<file path="src/rtl/lcd_dec_pkg.sv">
package lcd_dec_pkg;
  typedef enum logic [3:0] {
    K_NONE, K_DATA, K_FUNC, K_DCTL, K_STAGES,
    K_SETY, K_SETX, K_DCFG, K_BIAS, K_VOP
  } cmd_kind_e;

  typedef enum logic [1:0] {
    MODE_BLANK   = 2'b00,
    MODE_ALLON   = 2'b01,
    MODE_NORMAL  = 2'b10,
    MODE_INVERSE = 2'b11
  } disp_mode_e;

  localparam logic [3:0] FUNC_OPC = 4'b0010;
endpackage

</file>
<file path="src/rtl/lcd_cmd_classify.sv">
module lcd_cmd_classify
  import lcd_dec_pkg::*;
(
  input  logic            valid_i,
  input  logic            dc_i,
  input  logic [7:0]      byte_i,
  input  logic            page_i,
  output cmd_kind_e       kind_o
);
  always_comb begin
    kind_o = K_NONE;
    if (valid_i) begin
      if (dc_i) begin
        kind_o = K_DATA;
      end else if (byte_i[7:4] == FUNC_OPC) begin
        kind_o = K_FUNC;
      end else if (!page_i) begin
        casez (byte_i)
          8'b0000_10??: kind_o = K_DCTL;
          8'b0000_01??: kind_o = K_STAGES;
          8'b0100_????: kind_o = K_SETY;
          8'b1???_????: kind_o = K_SETX;
          default:      kind_o = K_NONE;
        endcase
      end else begin
        casez (byte_i)
          8'b0000_1???: kind_o = K_DCFG;
          8'b0001_0???: kind_o = K_BIAS;
          8'b1???_????: kind_o = K_VOP;
          default:      kind_o = K_NONE;
        endcase
      end
    end
  end
endmodule

</file>
<file path="src/rtl/lcd_cfg_regs.sv">
module lcd_cfg_regs
  import lcd_dec_pkg::*;
(
  input  logic       clk_i,
  input  logic       rst_ni,
  input  cmd_kind_e  kind_i,
  input  logic [6:0] arg_i,
  output logic       pd_o,
  output logic       vert_o,
  output logic       mx_o,
  output logic       page_o,
  output logic [1:0] mode_o,
  output logic [1:0] stages_o,
  output logic       my_o,
  output logic       trs_o,
  output logic       brs_o,
  output logic [2:0] bias_o,
  output logic [6:0] vop_o
);
  logic       pd_q, vert_q, mx_q, page_q, my_q, trs_q, brs_q;
  logic [1:0] mode_q, stages_q;
  logic [2:0] bias_q;
  logic [6:0] vop_q;

  always_ff @(posedge clk_i or negedge rst_ni) begin
    if (!rst_ni) begin
      pd_q     <= 1'b1;
      vert_q   <= 1'b0;
      mx_q     <= 1'b0;
      page_q   <= 1'b0;
      mode_q   <= MODE_BLANK;
      stages_q <= '0;
      my_q     <= 1'b0;
      trs_q    <= 1'b0;
      brs_q    <= 1'b0;
      bias_q   <= '0;
      vop_q    <= '0;
    end else begin
      case (kind_i)
        K_FUNC:   {pd_q, vert_q, mx_q, page_q} <= arg_i[3:0];
        K_DCTL:   mode_q   <= arg_i[1:0];
        K_STAGES: stages_q <= arg_i[1:0];
        K_DCFG:   {my_q, trs_q, brs_q} <= arg_i[2:0];
        K_BIAS:   bias_q   <= arg_i[2:0];
        K_VOP:    vop_q    <= arg_i[6:0];
        default:  ;
      endcase
    end
  end

  assign pd_o     = pd_q;
  assign vert_o   = vert_q;
  assign mx_o     = mx_q;
  assign page_o   = page_q;
  assign mode_o   = mode_q;
  assign stages_o = stages_q;
  assign my_o     = my_q;
  assign trs_o    = trs_q;
  assign brs_o    = brs_q;
  assign bias_o   = bias_q;
  assign vop_o    = vop_q;

  assert_func_load_R2: assert property (@(posedge clk_i) disable iff (!rst_ni)
    (kind_i == K_FUNC) |=> ({pd_q, vert_q, mx_q, page_q} == $past(arg_i[3:0])));
  assert_page_hold_R6: assert property (@(posedge clk_i) disable iff (!rst_ni)
    (kind_i != K_FUNC) |=> $stable(page_q));
  assert_mode_hold_R6: assert property (@(posedge clk_i) disable iff (!rst_ni)
    (kind_i != K_DCTL) |=> $stable(mode_q));
  assert_mirror_load_R5: assert property (@(posedge clk_i) disable iff (!rst_ni)
    (kind_i == K_DCFG) |=> (my_q == $past(arg_i[2])));
endmodule

</file>
<file path="src/rtl/lcd_addr_strobe.sv">
module lcd_addr_strobe
  import lcd_dec_pkg::*;
#(
  parameter int X_MAX = 101,
  parameter int Y_MAX = 8,
  localparam int XW = $clog2(X_MAX + 1),
  localparam int YW = $clog2(Y_MAX + 1)
) (
  input  logic          clk_i,
  input  logic          rst_ni,
  input  cmd_kind_e     kind_i,
  input  logic [7:0]    arg_i,
  output logic          x_load_o,
  output logic [XW-1:0] x_val_o,
  output logic          y_load_o,
  output logic [YW-1:0] y_val_o,
  output logic          wr_o,
  output logic [7:0]    wr_data_o
);
  localparam logic [6:0] XLIM = 7'(X_MAX);
  localparam logic [3:0] YLIM = 4'(Y_MAX);

  logic [6:0] x_cl;
  logic [3:0] y_cl;
  assign x_cl = (arg_i[6:0] > XLIM) ? XLIM : arg_i[6:0];
  assign y_cl = (arg_i[3:0] > YLIM) ? YLIM : arg_i[3:0];

  always_ff @(posedge clk_i or negedge rst_ni) begin
    if (!rst_ni) begin
      x_load_o  <= 1'b0;
      y_load_o  <= 1'b0;
      wr_o      <= 1'b0;
      x_val_o   <= '0;
      y_val_o   <= '0;
      wr_data_o <= '0;
    end else begin
      x_load_o <= (kind_i == K_SETX);
      y_load_o <= (kind_i == K_SETY);
      wr_o     <= (kind_i == K_DATA);
      if (kind_i == K_SETX) x_val_o <= x_cl[XW-1:0];
      if (kind_i == K_SETY) y_val_o <= y_cl[YW-1:0];
      if (kind_i == K_DATA) wr_data_o <= arg_i;
    end
  end

  assert_x_range_R7: assert property (@(posedge clk_i) disable iff (!rst_ni)
    x_load_o |-> (int'(x_val_o) <= X_MAX));
  assert_y_range_R8: assert property (@(posedge clk_i) disable iff (!rst_ni)
    y_load_o |-> (int'(y_val_o) <= Y_MAX));
  assert_strobe_onehot_R9: assert property (@(posedge clk_i) disable iff (!rst_ni)
    $onehot0({x_load_o, y_load_o, wr_o}));
  assert_wr_data_R3: assert property (@(posedge clk_i) disable iff (!rst_ni)
    (kind_i == K_DATA) |=> (wr_o && wr_data_o == $past(arg_i)));
endmodule

</file>
<file path="src/rtl/lcd_instr_dec.sv">
module lcd_instr_dec
  import lcd_dec_pkg::*;
#(
  parameter int X_MAX = 101,
  parameter int Y_MAX = 8,
  localparam int XW = $clog2(X_MAX + 1),
  localparam int YW = $clog2(Y_MAX + 1)
) (
  input  logic          clk_i,
  input  logic          rst_ni,
  input  logic          valid_i,
  input  logic          dc_i,
  input  logic [7:0]    byte_i,
  output logic          pd_o,
  output logic          vert_o,
  output logic          mx_o,
  output logic          page_o,
  output logic [1:0]    mode_o,
  output logic [1:0]    stages_o,
  output logic          my_o,
  output logic          trs_o,
  output logic          brs_o,
  output logic [2:0]    bias_o,
  output logic [6:0]    vop_o,
  output logic          x_load_o,
  output logic [XW-1:0] x_val_o,
  output logic          y_load_o,
  output logic [YW-1:0] y_val_o,
  output logic          wr_o,
  output logic [7:0]    wr_data_o
);
  cmd_kind_e kind;

  lcd_cmd_classify u_classify (
    .valid_i(valid_i),
    .dc_i   (dc_i),
    .byte_i (byte_i),
    .page_i (page_o),
    .kind_o (kind)
  );

  lcd_cfg_regs u_cfg (
    .clk_i   (clk_i),
    .rst_ni  (rst_ni),
    .kind_i  (kind),
    .arg_i   (byte_i[6:0]),
    .pd_o    (pd_o),
    .vert_o  (vert_o),
    .mx_o    (mx_o),
    .page_o  (page_o),
    .mode_o  (mode_o),
    .stages_o(stages_o),
    .my_o    (my_o),
    .trs_o   (trs_o),
    .brs_o   (brs_o),
    .bias_o  (bias_o),
    .vop_o   (vop_o)
  );

  lcd_addr_strobe #(.X_MAX(X_MAX), .Y_MAX(Y_MAX)) u_addr (
    .clk_i    (clk_i),
    .rst_ni   (rst_ni),
    .kind_i   (kind),
    .arg_i    (byte_i),
    .x_load_o (x_load_o),
    .x_val_o  (x_val_o),
    .y_load_o (y_load_o),
    .y_val_o  (y_val_o),
    .wr_o     (wr_o),
    .wr_data_o(wr_data_o)
  );

  assert_page1_no_xload_R6: assert property (@(posedge clk_i) disable iff (!rst_ni)
    (valid_i && !dc_i && page_o) |=> !x_load_o);
  assert_idle_quiet_R9: assert property (@(posedge clk_i) disable iff (!rst_ni)
    !valid_i |=> !(x_load_o || y_load_o || wr_o));
endmodule

</file>
<file path="config.mk">
export PLATFORM = sky130hd
export DESIGN_NAME = lcd_instr_dec
export DESIGN_NICKNAME = d
export VERILOG_FILES = /design/src/rtl/lcd_dec_pkg.sv /design/src/rtl/lcd_cmd_classify.sv /design/src/rtl/lcd_cfg_regs.sv /design/src/rtl/lcd_addr_strobe.sv /design/src/rtl/lcd_instr_dec.sv
export SDC_FILE = /design/constraint.sdc
export NUM_CORES = 1
export LEC_CHECK = 0
export ABC_AREA = 1
export ABC_CLOCK_PERIOD_IN_PS = 4100
export BUFFER_PORTS_ARGS = -buffer_cell sky130_fd_sc_hd__buf_2
export CAP_MARGIN = 0
export CORE_MARGIN = 1.5
export CORE_UTILIZATION = 50
export CTS_CLUSTER_DIAMETER = 30
export CTS_CLUSTER_SIZE = 28
export DETAILED_ROUTE_END_ITERATION = 8
export PLACE_DENSITY_LB_ADDON = 0.3
export SLEW_MARGIN = 0
export SYNTH_ARGS = -nofsm -noshare
export SYNTH_HDL_FRONTEND = slang
export SYNTH_HIERARCHICAL = 1
export SYNTH_SLANG_ARGS = --single-unit
</file>
<file path="constraint.sdc">
create_clock -name clk_i -period 4.1 [get_ports clk_i]
set_input_delay 0.82 -clock clk_i [delete_from_list [all_inputs] [get_ports clk_i]]
set_output_delay 0.82 -clock clk_i [all_outputs]
set_load 0.05 [all_outputs]
</file>
# After elaboration in Yosys (flattened, before gate mapping)
# Index checks and enable logic that the tools add are counted.
dict set report totals {
  word_cells 42
  regBits 43
  inputBits 12
}
dict set report classes {
  magnitude_cmp 2
  muxes 8
  n_eq_ne 15
}
# op count
set op_table {}
lappend op_table {{== test 4 x 3 -> 1 bit (second input constant)} 5}
lappend op_table {{2-to-1 mux 4 bit} 5}
lappend op_table {{== test 4 x 2 -> 1 bit (second input constant)} 3}
lappend op_table {{case mux 3 bit (4 select lines)} 1}
lappend op_table {{case mux 4 bit (3 select lines)} 1}
lappend op_table {{== test 4 bit (second input constant)} 2}
lappend op_table {{> comparator 7 bit (second input constant)} 1}
lappend op_table {{2-to-1 mux 7 bit} 1}
lappend op_table {{== test 6 x 1 -> 1 bit (second input constant)} 1}
lappend op_table {{== test 6 x 2 -> 1 bit (second input constant)} 1}
lappend op_table {{== test 5 x 1 -> 1 bit (second input constant)} 1}
lappend op_table {{== test 5 x 2 -> 1 bit (second input constant)} 1}
lappend op_table {{== test 4 x 1 -> 1 bit (second input constant)} 1}
lappend op_table {{> comparator 4 bit (second input constant)} 1}

# Logic depth before layout (Yosys ltp)
# Gate-level depths: netlist of the first run.
dict set report depth {
  word_depth 7
  ltp_mapped 14
  depth_no_buf 13
}

# Hierarchy
# Netlist of the first run, hierarchy kept.
# mod instances seq_area_each_um2 area_each_um2 cells_per_inst
set by_module_without_submodules {}
lappend by_module_without_submodules {lcd_addr_strobe 1 550.5 918.4 101}
lappend by_module_without_submodules {lcd_cfg_regs 1 526.8 887.1 103}
lappend by_module_without_submodules {lcd_cmd_classify 1 0.0 161.4 34}

# Worst setup path before layout of the first run
# Ideal clock, no wire load.
dict set report synth_timing {
  path_kind {input -> register}
  startpoint {input byte_i[4]}
  endpoint {register u_addr.wr_data_o[1]}
  t_arrival_ns 2.176
  t_required_ns 3.980
  cell_stages 11
  slack_ns 1.804
  path_buffers 1
  cell_sequence {nor2_2 > nand3_1 > nand3_1 > nand2_1 > a21oi_1 > inv_1 > nor2_2 > nand2_2 > buf_4 > nand2_1 > o21ai_2}
}
dict set report synth_between {
  elab_chain_len 7
  word_cells_on_any_way 13
  cone_classes {7 x eq/ne; 6 x mux}
}
# item line_no
set synth_rtl {}
lappend synth_rtl {{start: declaration} lcd_instr_dec.sv:13} ;# input logic [7:0] byte_i,
lappend synth_rtl {{== test 6 x 1 -> 1 bit (tied with other cells)} lcd_cmd_classify.sv:18} ;# casez (byte_i)
lappend synth_rtl {{case mux 3 bit (4 select lines) / case mux 4 bit (3 select lines) (equally long branches)} {lcd_cmd_classify.sv:18, lcd_cmd_classify.sv:26}}
lappend synth_rtl {{2-to-1 mux 4 bit} lcd_cmd_classify.sv:17} ;# end else if (!page_i) begin
lappend synth_rtl {{2-to-1 mux 4 bit *} lcd_cmd_classify.sv:15} ;# end else if (byte_i[7:4] == FUNC_OPC) begin
lappend synth_rtl {{2-to-1 mux 4 bit *} lcd_cmd_classify.sv:13} ;# if (dc_i) begin
lappend synth_rtl {{2-to-1 mux 4 bit *} lcd_cmd_classify.sv:12} ;# if (valid_i) begin
lappend synth_rtl {{via kind[0]} lcd_instr_dec.sv:32} ;# cmd_kind_e kind;
lappend synth_rtl {{== test 4 x 1 -> 1 bit *} lcd_addr_strobe.sv:42} ;# if (kind_i == K_DATA) wr_data_o <= arg_i;
lappend synth_rtl {{end signal: assignment} lcd_addr_strobe.sv:42}
lappend synth_rtl {{end: declaration} lcd_addr_strobe.sv:18} ;# output logic [7:0] wr_data_o
# Mark *: on every way through the listed nets, which the timed path passes. The rest lies on a longest branch.
# A chain may end at the register's enable or synchronous reset.

# Worst setup path in the final report of the first run
dict set report layout_timing {
  startpoint {input byte_i[3]}
  endpoint {register u_addr.x_val_o[0]}
}
dict set report layout_between {
  elab_chain_len 7
  word_cells_on_any_way 13
  cone_classes {1 x order compare; 5 x eq/ne; 7 x mux}
}
# item line_no
set layout_rtl {}
lappend layout_rtl {{== test 6 x 1 -> 1 bit (tied with other cells)} lcd_cmd_classify.sv:18}
lappend layout_rtl {{case mux 3 bit (4 select lines) / case mux 4 bit (3 select lines) (equally long branches)} {lcd_cmd_classify.sv:18, lcd_cmd_classify.sv:26}}
lappend layout_rtl {{2-to-1 mux 4 bit *} lcd_cmd_classify.sv:17}
lappend layout_rtl {{2-to-1 mux 4 bit *} lcd_cmd_classify.sv:15}
lappend layout_rtl {{2-to-1 mux 4 bit *} lcd_cmd_classify.sv:13}
lappend layout_rtl {{2-to-1 mux 4 bit *} lcd_cmd_classify.sv:12}
lappend layout_rtl {{via kind[0]} lcd_instr_dec.sv:32}
lappend layout_rtl {{== test 4 x 3 -> 1 bit *} lcd_addr_strobe.sv:40} ;# if (kind_i == K_SETX) x_val_o <= x_cl[XW-1:0];
lappend layout_rtl {{end signal: assignment} lcd_addr_strobe.sv:40}
lappend layout_rtl {{end: declaration} lcd_addr_strobe.sv:14} ;# output logic [XW-1:0] x_val_o,
# Marked as above.

==> impl_results.md, run 1 <==
* CP max-delay cell: sky130_fd_sc_hd__a21oi_1
* Total grt overflow at 0
* Area growth from synthesis to layout at 20.5%
* Required @ worst endpoint at 4.28 ns
* Clk Tree Root Cell: sky130_fd_sc_hd__clkbuf_8
* Post-CTS Setup Inserts at 0
* First-pass GRT wire length at 7.31 mm
* Count of nets left with antenna violations after detail routing at 0
* Time the final worst path needs with I/O delays and setup at 2.40 ns
* Clk_skew at between 0.002 and 0.003 ns
* Count of cells resized by post-cts repair at 0
* Final clock period utilization by the worst path at 0.584
* Starting utilization of the core area at 0.529
* Synth unique cells at 19
* Layout cells sized above 1 at 0.306
* Part of the Yosys area used for sequential elements at 0.548
* CTS tree: built
* Total setup violations reported at the end of the flow at 0
* Final routed wire length divided by cell count at ~12 um
* Max frequency at between 400 and 500 MHz
* Largest driver fanout on the critical path at 11
* Type of the tightest min-delay check: flop to flop
* Clk slew on worst S/H paths at approximately 0.070 ns
* Antenna violations before repair at 0
* Number of hold violations in the final report at 0
* Worst setup timing slack at the placement stage at between 1 and 1.5 ns
* Via density per instance at roughly 5.1
* Highest-count cells in the layout ignoring fill and taps: 88 x sky130_fd_sc_hd__nand2_1, 54 x sky130_fd_sc_hd__buf_2, 42 x sky130_fd_sc_hd__dfrtp_1
* Endpoint kind of the worst setup timing path: flop
* Clock sinks at 43
* Final Power at approximately 2.1 mW
* Power per standard cell area at around 890 nW/um2
* Synthesized area divided by synthesized cell count at slightly above 8 um2
* Clock buffer depth at 2
* Post-Synthesis Cells at around 240
* Horiz. Die Dim at 65.7 um
* Vias at ~1800
* CTS H-tree depth at 2
* Least setup slack across all paths after layout at 1.70 ns
* Number of port buffers at between 50 and 60
* CP peak stage delay at 0.38 ns
* Number of synthesized register bits at 43
* Number of hold buffers added after CTS at 0
* Most frequent standard cell in the layout excluding fill and tap cells: sky130_fd_sc_hd__nand2_1
* Synthesized netlist net count at 250
* Count of TritonRoute iterations in the first routing pass at 4
* Summed instance area of the synthesized netlist at roughly 2000 um2
* Iteration-0 DRC Markers at ~160
* IO Count at 55
* Post-detailed-placement half-perimeter wirelength at about 3.1 mm
* Via count of the first global-routing pass at 1705
* Pin count of the biggest net entering global routing at 44
* Kind of launch point of the worst setup path: input pin
* Post-detailed-routing wire length at 4.28 mm
* DRC at 0
* Slew Limit Headroom at 0.403
* RSZ-0062 raised after global routing: false
* Critical setup path kind: input pin to flop
* Leakage dissipation at about 1.4 nW
* Die Outline Area at 4320 um2
* Non-filler instance count after layout at around 350
* Net count reported at finish at slightly above 300
* CTS buffer count at 5
* Die H at 65.7 um
* Total negative slack at 0 ns
* Synth warnings at 6
* Number of antenna cells inserted at 0
* Weighted congestion reported at the end of routability-driven placement at ~0.95
* Number of cell rows at 22
* Run status: finished clean
* Design area at 2370 um2
* Arrival time of data at the critical path endpoint at 2.57 ns
* Clock latency on the worst-skew pair at 0.29 ns
* Placed Cells at about 340
* Fin util at 0.638
* Maximum Capacitance Violations at 0
* Core outline area at 3720 um2
* Worst slew pin tran at 0.896 ns
* Fin. max-slew vios at 0
* Hold Worst Slack at about 0.47 ns
* Highest ir drop seen on vdd at 432 uV
* Tot GR Track Use at 0.225
* Cells traversed along the worst timing path: buf_2 -> inv_1 -> nor2_1 -> nand3_1 -> nand3_1 -> nand2_1 -> a21oi_1 -> inv_1 -> nand3_2 -> clkinv_1 -> nor2_1 -> a21oi_1
* Placed cell areas at roughly 2300 um2
sequential cells by signal, summed over array words and instances, names as in the netlist:
| register | cells |
|---|---|
| u_addr/wr_data_o | 8 |
| u_addr/x_val_o | 7 |
| u_cfg/vop_o | 7 |
| u_addr/y_val_o | 4 |
| u_cfg/bias_o | 3 |
| u_cfg/mode_o | 2 |
| u_cfg/stages_o | 2 |
| u_addr/wr_o | 1 |
| u_addr/x_load_o | 1 |
| u_addr/y_load_o | 1 |
| u_cfg/brs_o | 1 |
| u_cfg/mx_o | 1 |
| u_cfg/my_o | 1 |
| u_cfg/page_o | 1 |
| u_cfg/pd_o | 1 |
| u_cfg/trs_o | 1 |
| u_cfg/vert_o | 1 |
power by group:
| part | switching, mW | total, mW | leakage (nW) | internal, mW |
|---|---|---|---|---|
| Combinational | 0.891 | 1.12 | 0.752 | 0.227 |
| Sequential | 0.0942 | 0.698 | 0.552 | 0.603 |
| Clock | 0.131 | 0.285 | 0.0515 | 0.154 |
| Total | 1.12 | 2.10 | 1.36 | 0.984 |
cell families (layout without fill, tap and decap cells):
family	count (synthesis)	after routing	synth area share
and+or+nand+nor	153	153	0.342
DFF	43	43	0.548
buffers and inverters	27	86	0.0592
AOI/OAI and AO/OA	15	15	0.0515
critical path: cells and delay by family:
family | cells | cell delay, ns
and+or+nand+nor | 6 | 0.67
buffers and inverters | 4 | 0.65
AOI/OAI and AO/OA | 2 | 0.43
synthesized netlist by cell type:
| master | number | share of area |
|---|---|---|
| sky130_fd_sc_hd__a21oi_1 | 4 | 0.010 |
| sky130_fd_sc_hd__buf_4 | 2 | 0.0076 |
| sky130_fd_sc_hd__buf_6 | 1 | 0.0057 |
| sky130_fd_sc_hd__clkinv_1 | 1 | 0.0019 |
| sky130_fd_sc_hd__dfrtp_1 | 42 | 0.53 |
| sky130_fd_sc_hd__dfstp_2 | 1 | 0.013 |
| sky130_fd_sc_hd__inv_1 | 17 | 0.032 |
| sky130_fd_sc_hd__inv_2 | 6 | 0.011 |
| sky130_fd_sc_hd__nand2_1 | 88 | 0.17 |
| sky130_fd_sc_hd__nand2_2 | 2 | 0.0064 |
| sky130_fd_sc_hd__nand3_1 | 34 | 0.087 |
| sky130_fd_sc_hd__nand3_2 | 2 | 0.010 |
| sky130_fd_sc_hd__nand4_1 | 1 | 0.0032 |
| sky130_fd_sc_hd__nor2_1 | 14 | 0.027 |
| sky130_fd_sc_hd__nor2_2 | 11 | 0.035 |
| sky130_fd_sc_hd__nor2_4 | 1 | 0.0057 |
| sky130_fd_sc_hd__o21ai_0 | 2 | 0.0051 |
| sky130_fd_sc_hd__o21ai_1 | 2 | 0.0051 |
| sky130_fd_sc_hd__o21ai_2 | 7 | 0.031 |
per-layer routing:
layer	track usage	wire, um	up-vias
met1	0.283	1900	821
met3	0.0462	251	6
met5	0	0	-
met4	0.0885	59	0
li1	-	-	866
met2	0.380	2070	57
final cells by class:
| class | count | area, um2 |
|---|---|---|
| fillers | 347 | 1350 |
| inverters | 24 | 90.1 |
| clock buffers | 8 | 100 |
| repair buffers | 54 | 270 |
| flip-flops and latches | 43 | 1080 |
| well taps | 48 | 60.1 |
| multi-input cells | 168 | 773 |
worst paths after layout:
check | from | to | slack, ns | cells after the start
setup / recovery | byte_i[3] | u_addr/x_val_o[0] | 1.70 | 12
hold / removal | u_cfg/bias_o[0] | u_cfg/bias_o[0] | 0.47 | 2
setup reg to reg | u_cfg/page_o | u_addr/x_val_o[0] | 2.16 | 9
hold reg to reg | u_cfg/bias_o[0] | u_cfg/bias_o[0] | 0.47 | 2
max in group asynchronous | rst_ni | u_cfg/mode_o[0] | 2.89 | 1
min in group asynchronous | rst_ni | u_addr/y_load_o | 0.65 | 1
Power figures use the tool's default switching activity.
==> run 2, diff against run 1 <==
--- a/config.mk
+++ b/config.mk
@@ -5,12 +5,12 @@
 export SDC_FILE = /design/constraint.sdc
 export NUM_CORES = 1
 export LEC_CHECK = 0
-export ABC_AREA = 1
-export ABC_CLOCK_PERIOD_IN_PS = 4100
+export ABC_AREA = 0
+export ABC_CLOCK_PERIOD_IN_PS = 2000
 export BUFFER_PORTS_ARGS = -buffer_cell sky130_fd_sc_hd__buf_2
 export CAP_MARGIN = 0
 export CORE_MARGIN = 1.5
-export CORE_UTILIZATION = 50
+export CORE_UTILIZATION = 46
 export CTS_CLUSTER_DIAMETER = 30
 export CTS_CLUSTER_SIZE = 28
 export DETAILED_ROUTE_END_ITERATION = 8
==> constraint.sdc (replaced) <==
create_clock -name clk_i -period 2 [get_ports clk_i]
set_input_delay 0.4 -clock clk_i [delete_from_list [all_inputs] [get_ports clk_i]]
set_output_delay 0.4 -clock clk_i [all_outputs]
set_load 0.05 [all_outputs]
==> run 2 against run 1 <==
Via count down 19%. Flip-flop and latch count is the same. Global-route usage shrank 0.95 points. Clock skew grew 0.0060 ns. Largest cell class unchanged. Combinational power rose by 110%. Final cell count fell by 21%. Clock power up 140%. Highest routed layer unchanged. Die area grew 3.4%. Routed wire length down 0.84%.
==> impl_results.md, run 2 <==
* Count leader, synth: sky130_fd_sc_hd__dfrtp_1
* Via count of the first global-routing pass at 1461 (-14%)
* Highest-count cells in the layout ignoring fill and taps: 54 x sky130_fd_sc_hd__buf_2, 41 x sky130_fd_sc_hd__dfrtp_1, 26 x sky130_fd_sc_hd__buf_4
* Max FFs per register at 8 (unchanged)
* Kind of launch point of the worst setup path: flop
* Synthesized netlist net count at 148 (-41%)
* Post-synth top area share at 0.561 (+0.0264)
* Iteration-0 DRC Markers at 71 (-56%)
* Part of the power in combinational logic at 0.524 (-0.008)
* Count of TritonRoute iterations in the first routing pass at 4 (unchanged)
* Vias at 1426 (-19%)
* Share of power burned in registers at 0.322 (-0.010)
* Max frequency at approximately 500 MHz
* CP delay by family, top: flip-flops
* Clock sinks at 43 (unchanged)
* Arrival time of data at the critical path endpoint at 2.16 ns (-0.41 ns)
* Largest driver fanout on the critical path at 7 (-4)
* Number of antenna cells inserted at 0 (unchanged)
* CTS tree: built
* Pin count of the biggest net entering global routing at 23 (-48%)
* DRC at 0 (unchanged)
* Clk_skew at 0.00867 ns (+0.00602 ns)
* Horiz. Die Dim at 66.8 um (+1.7%)
* Number of hold violations in the final report at 0 (unchanged)
* Post-Synthesis Cells at 136 (-43%)
* Critical path's most frequent cell: sky130_fd_sc_hd__buf_4
* Tot GR Track Use at 0.216 (-0.00950)
* Endpoint kind of the worst setup timing path: flop
* Most frequent standard cell in the layout excluding fill and tap cells: sky130_fd_sc_hd__buf_2
* Post-detailed-placement half-perimeter wirelength at 3.26 mm (+6.4%)
* Top FF cell, synth: sky130_fd_sc_hd__dfrtp_1
* First-pass GRT wire length at 7.05 mm (-3.6%)
* Number of port buffers at 54 (unchanged)
* Fin. max-slew vios at 0 (unchanged)
* CTS buffer count at 5 (unchanged)
* Fin util at 0.649 (+0.0113)
* Run status: finished clean
* Net count reported at finish at 234 (-24%)
* Power per standard cell area at 1720 nW/um2 (+94%)
* Worst setup path startpoint: u_cfg/page_o
* Clock share of power at 0.154 (+0.018)
* Via density per instance at 5.22 (+3.0%)
* Synth unique cells at 37 (+18)
* RSZ-0062 raised after global routing: true
* Worst reg2reg path startpoint: u_cfg/page_o
* Area growth from synthesis to layout at 37.6%
* Critical setup path kind: flop to flop
* Cells traversed along the worst timing path: buf_4 -> a211oi_2 -> a211oi_4 -> buf_4 -> nor4b_4 -> mux2_1
* Leakage dissipation at 1.30 nW (-3.8%)
* CP max-delay cell: sky130_fd_sc_hd__dfrtp_4
* Synthesized area divided by synthesized cell count at 13.8 um2 (+67%)
* Summed instance area of the synthesized netlist at 1870 um2 (-4.7%)
* Post-detailed-routing wire length at 4.24 mm (-0.84%)
* Dominant cells by area after synthesis: sky130_fd_sc_hd__dfrtp_1 56%, sky130_fd_sc_hd__mux2_2 13%, sky130_fd_sc_hd__mux2_1 6.6%, sky130_fd_sc_hd__nor4b_4 2.5%, sky130_fd_sc_hd__nor4b_2 1.6%
* Clk Tree Root Cell: sky130_fd_sc_hd__clkbuf_8
* Switching Power at 2.15 mW (+93%)
* Number of fill cells in the layout at 329 (-5.2%)
* Slew Limit Headroom at 0.668 (+0.265)
* Ys async rst share at 1.00 (unchanged)
* Weighted congestion reported at the end of routability-driven placement at 0.795 (-16%)
* Clock latency on the worst-skew pair at 0.29 ns (about the same)
* Buffers and inverters on the worst path at 2 (-2)
* Switching power share of the total at 0.486 (-0.0452)
* Starting utilization of the core area at 0.472 (-0.0573)
* Final Power at 4.43 mW (+110%)
* Library cell with the largest summed area after synthesis: sky130_fd_sc_hd__dfrtp_1
* Register with the highest flop count: u_addr/wr_data_o
* Total grt overflow at 0 (unchanged)
* Count of nets left with antenna violations after detail routing at 0 (unchanged)
* Total negative slack at 0 ns (unchanged)
* Antenna violations before repair at 0 (unchanged)
* Number of cell rows at 23 (+4.5%)
* Highest ir drop seen on vdd at 948 uV (+120%)
* CTS H-tree depth at 2 (unchanged)
* Maximum Capacitance Violations at 0 (unchanged)
* Clk slew on worst S/H paths at 0.08 ns (about the same)
* Die H at 66.8 um (+1.7%)
* Core outline area at 3970 um2 (+6.9%)
* Layout cells sized above 1 at 0.570 (+0.263)
* Required @ worst endpoint at 2.17 ns (-2.11 ns)
* Number of hold buffers added after CTS at 0 (unchanged)
* Number of enable flip-flop cells after synthesis at 0 (unchanged)
* Number of synthesized register bits at 43 (unchanged)
* Total setup violations reported at the end of the flow at 0 (unchanged)
* Clock buffer depth at 2 (unchanged)
* List of most frequent post-synthesis cells: 42 x sky130_fd_sc_hd__dfrtp_1, 21 x sky130_fd_sc_hd__mux2_2, 11 x sky130_fd_sc_hd__mux2_1
* IO Count at 55 (unchanged)
* Internal Pwr Total at 2.28 mW (+130%)
* Worst slew pin tran at 0.498 ns (-0.397 ns)
* Final clock period utilization by the worst path at 0.997
* Time the final worst path needs with I/O delays and setup at 1.99 ns
* Part of the Yosys area used for sequential elements at 0.575 (+0.0271)
* Synth warnings at 6 (unchanged)
* Hold Worst Slack at 0.0604 ns (-0.412 ns)
* Type of the tightest min-delay check: input pin to asynchronous set/reset pin
* Final routed wire length divided by cell count at 15.5 um (+25%)
* CP peak stage delay at 0.51 ns (+0.13 ns)
* Die Outline Area at 4470 um2 (+3.4%)
## run 2: cell count changes in the layout (fill, tap and decap cells not counted), moves of 6 or more
| cell | delta |
|---|---|
| sky130_fd_sc_hd__nand2_1 | -82 |
| sky130_fd_sc_hd__nand3_1 | -30 |
| sky130_fd_sc_hd__buf_4 | +26 |
| sky130_fd_sc_hd__mux2_2 | +18 |
| sky130_fd_sc_hd__inv_1 | -11 |
| sky130_fd_sc_hd__mux2_1 | +11 |
| sky130_fd_sc_hd__nor2_2 | -11 |
| sky130_fd_sc_hd__nor2_1 | -8 |
| sky130_fd_sc_hd__inv_2 | -6 |
| sky130_fd_sc_hd__o21ai_2 | -6 |
## run 2: worst register-to-register path, delay by kind of cell (launching register included)
kind / cells / cell delay, ns
AO/OA/AOI/OAI: 2 / 0.35
buffers and inverters: 2 / 0.33
flip-flops: 1 / 0.51
multiplexers: 1 / 0.36
AND/OR/NAND/NOR: 1 / 0.32
## run 2: per-stage QoR
stage	cells	cell area, um2	setup WS (ns)
floorplan	136	1910	-0.0845
global placement	263	2420	-0.226
detailed placement	263	2420	-0.262
CTS	272	2560	0.00114
global route	273	2580	-0.0654
finish	273	2580	0.00692
## run 2: cell type report
class                      instances  area (um2)  area share
inverter                           7        28.8      0.0112
clock inverter                     2        35.0      0.0136
tap                               50        62.6      0.0243
multi-input combinational         83         801       0.311
timing repair buffer              82         488       0.189
sequential                        43        1080       0.419
clock buffer                       6        82.6      0.0320
## run 2: power by group through the flow
stage	Combinational (mW)	Sequential [mW]	Clock, mW
floorplan	0.435	2.70	0
global placement	2.26	1.42	0
detailed placement	2.30	1.44	0
CTS	2.32	1.43	0.699
global route	2.43	1.48	0.745
finish	2.32	1.42	0.684
## run 2: logic make-up after synthesis
| family | synth area share |
|---|---|
| AOI/OAI and AO/OA | 0.0854 |
| muxes | 0.192 |
| and+or+nand+nor | 0.125 |
| buffers and inverters | 0.0227 |
| DFF | 0.575 |
## run 2: what timing repair did
item / in CTS / in global routing
endpoints found under the setup margin: 13 / 36
resized for setup: 3 / 2
pin swaps: 1 / 1
setup buffers: 1 / 1
## run 2: metal layers
metal,GRT usage,wire length (um),part of all wire,vias to the layer above
met4,0.0740,72,0.017,0
met1,0.263,1790,0.42,708
met2,0.366,2170,0.51,43
met3,0.0608,206,0.049,8
li1,-,-,-,667
met5,0,0,0,-
## run 2: worst paths after layout
path | cells after the start | slack [ns] | endpoint
min in group clk_i | 2 | 0.48 | u_addr/y_val_o[2]
min reg2reg | 2 | 0.48 | u_addr/y_val_o[2]
min | 1 | 0.06 | u_addr/x_val_o[1]
max | 6 | 0.007 | u_cfg/mx_o
max in group asynchronous | 2 | 1.26 | u_cfg/mode_o[0]
max reg2reg | 6 | 0.007 | u_cfg/mx_o
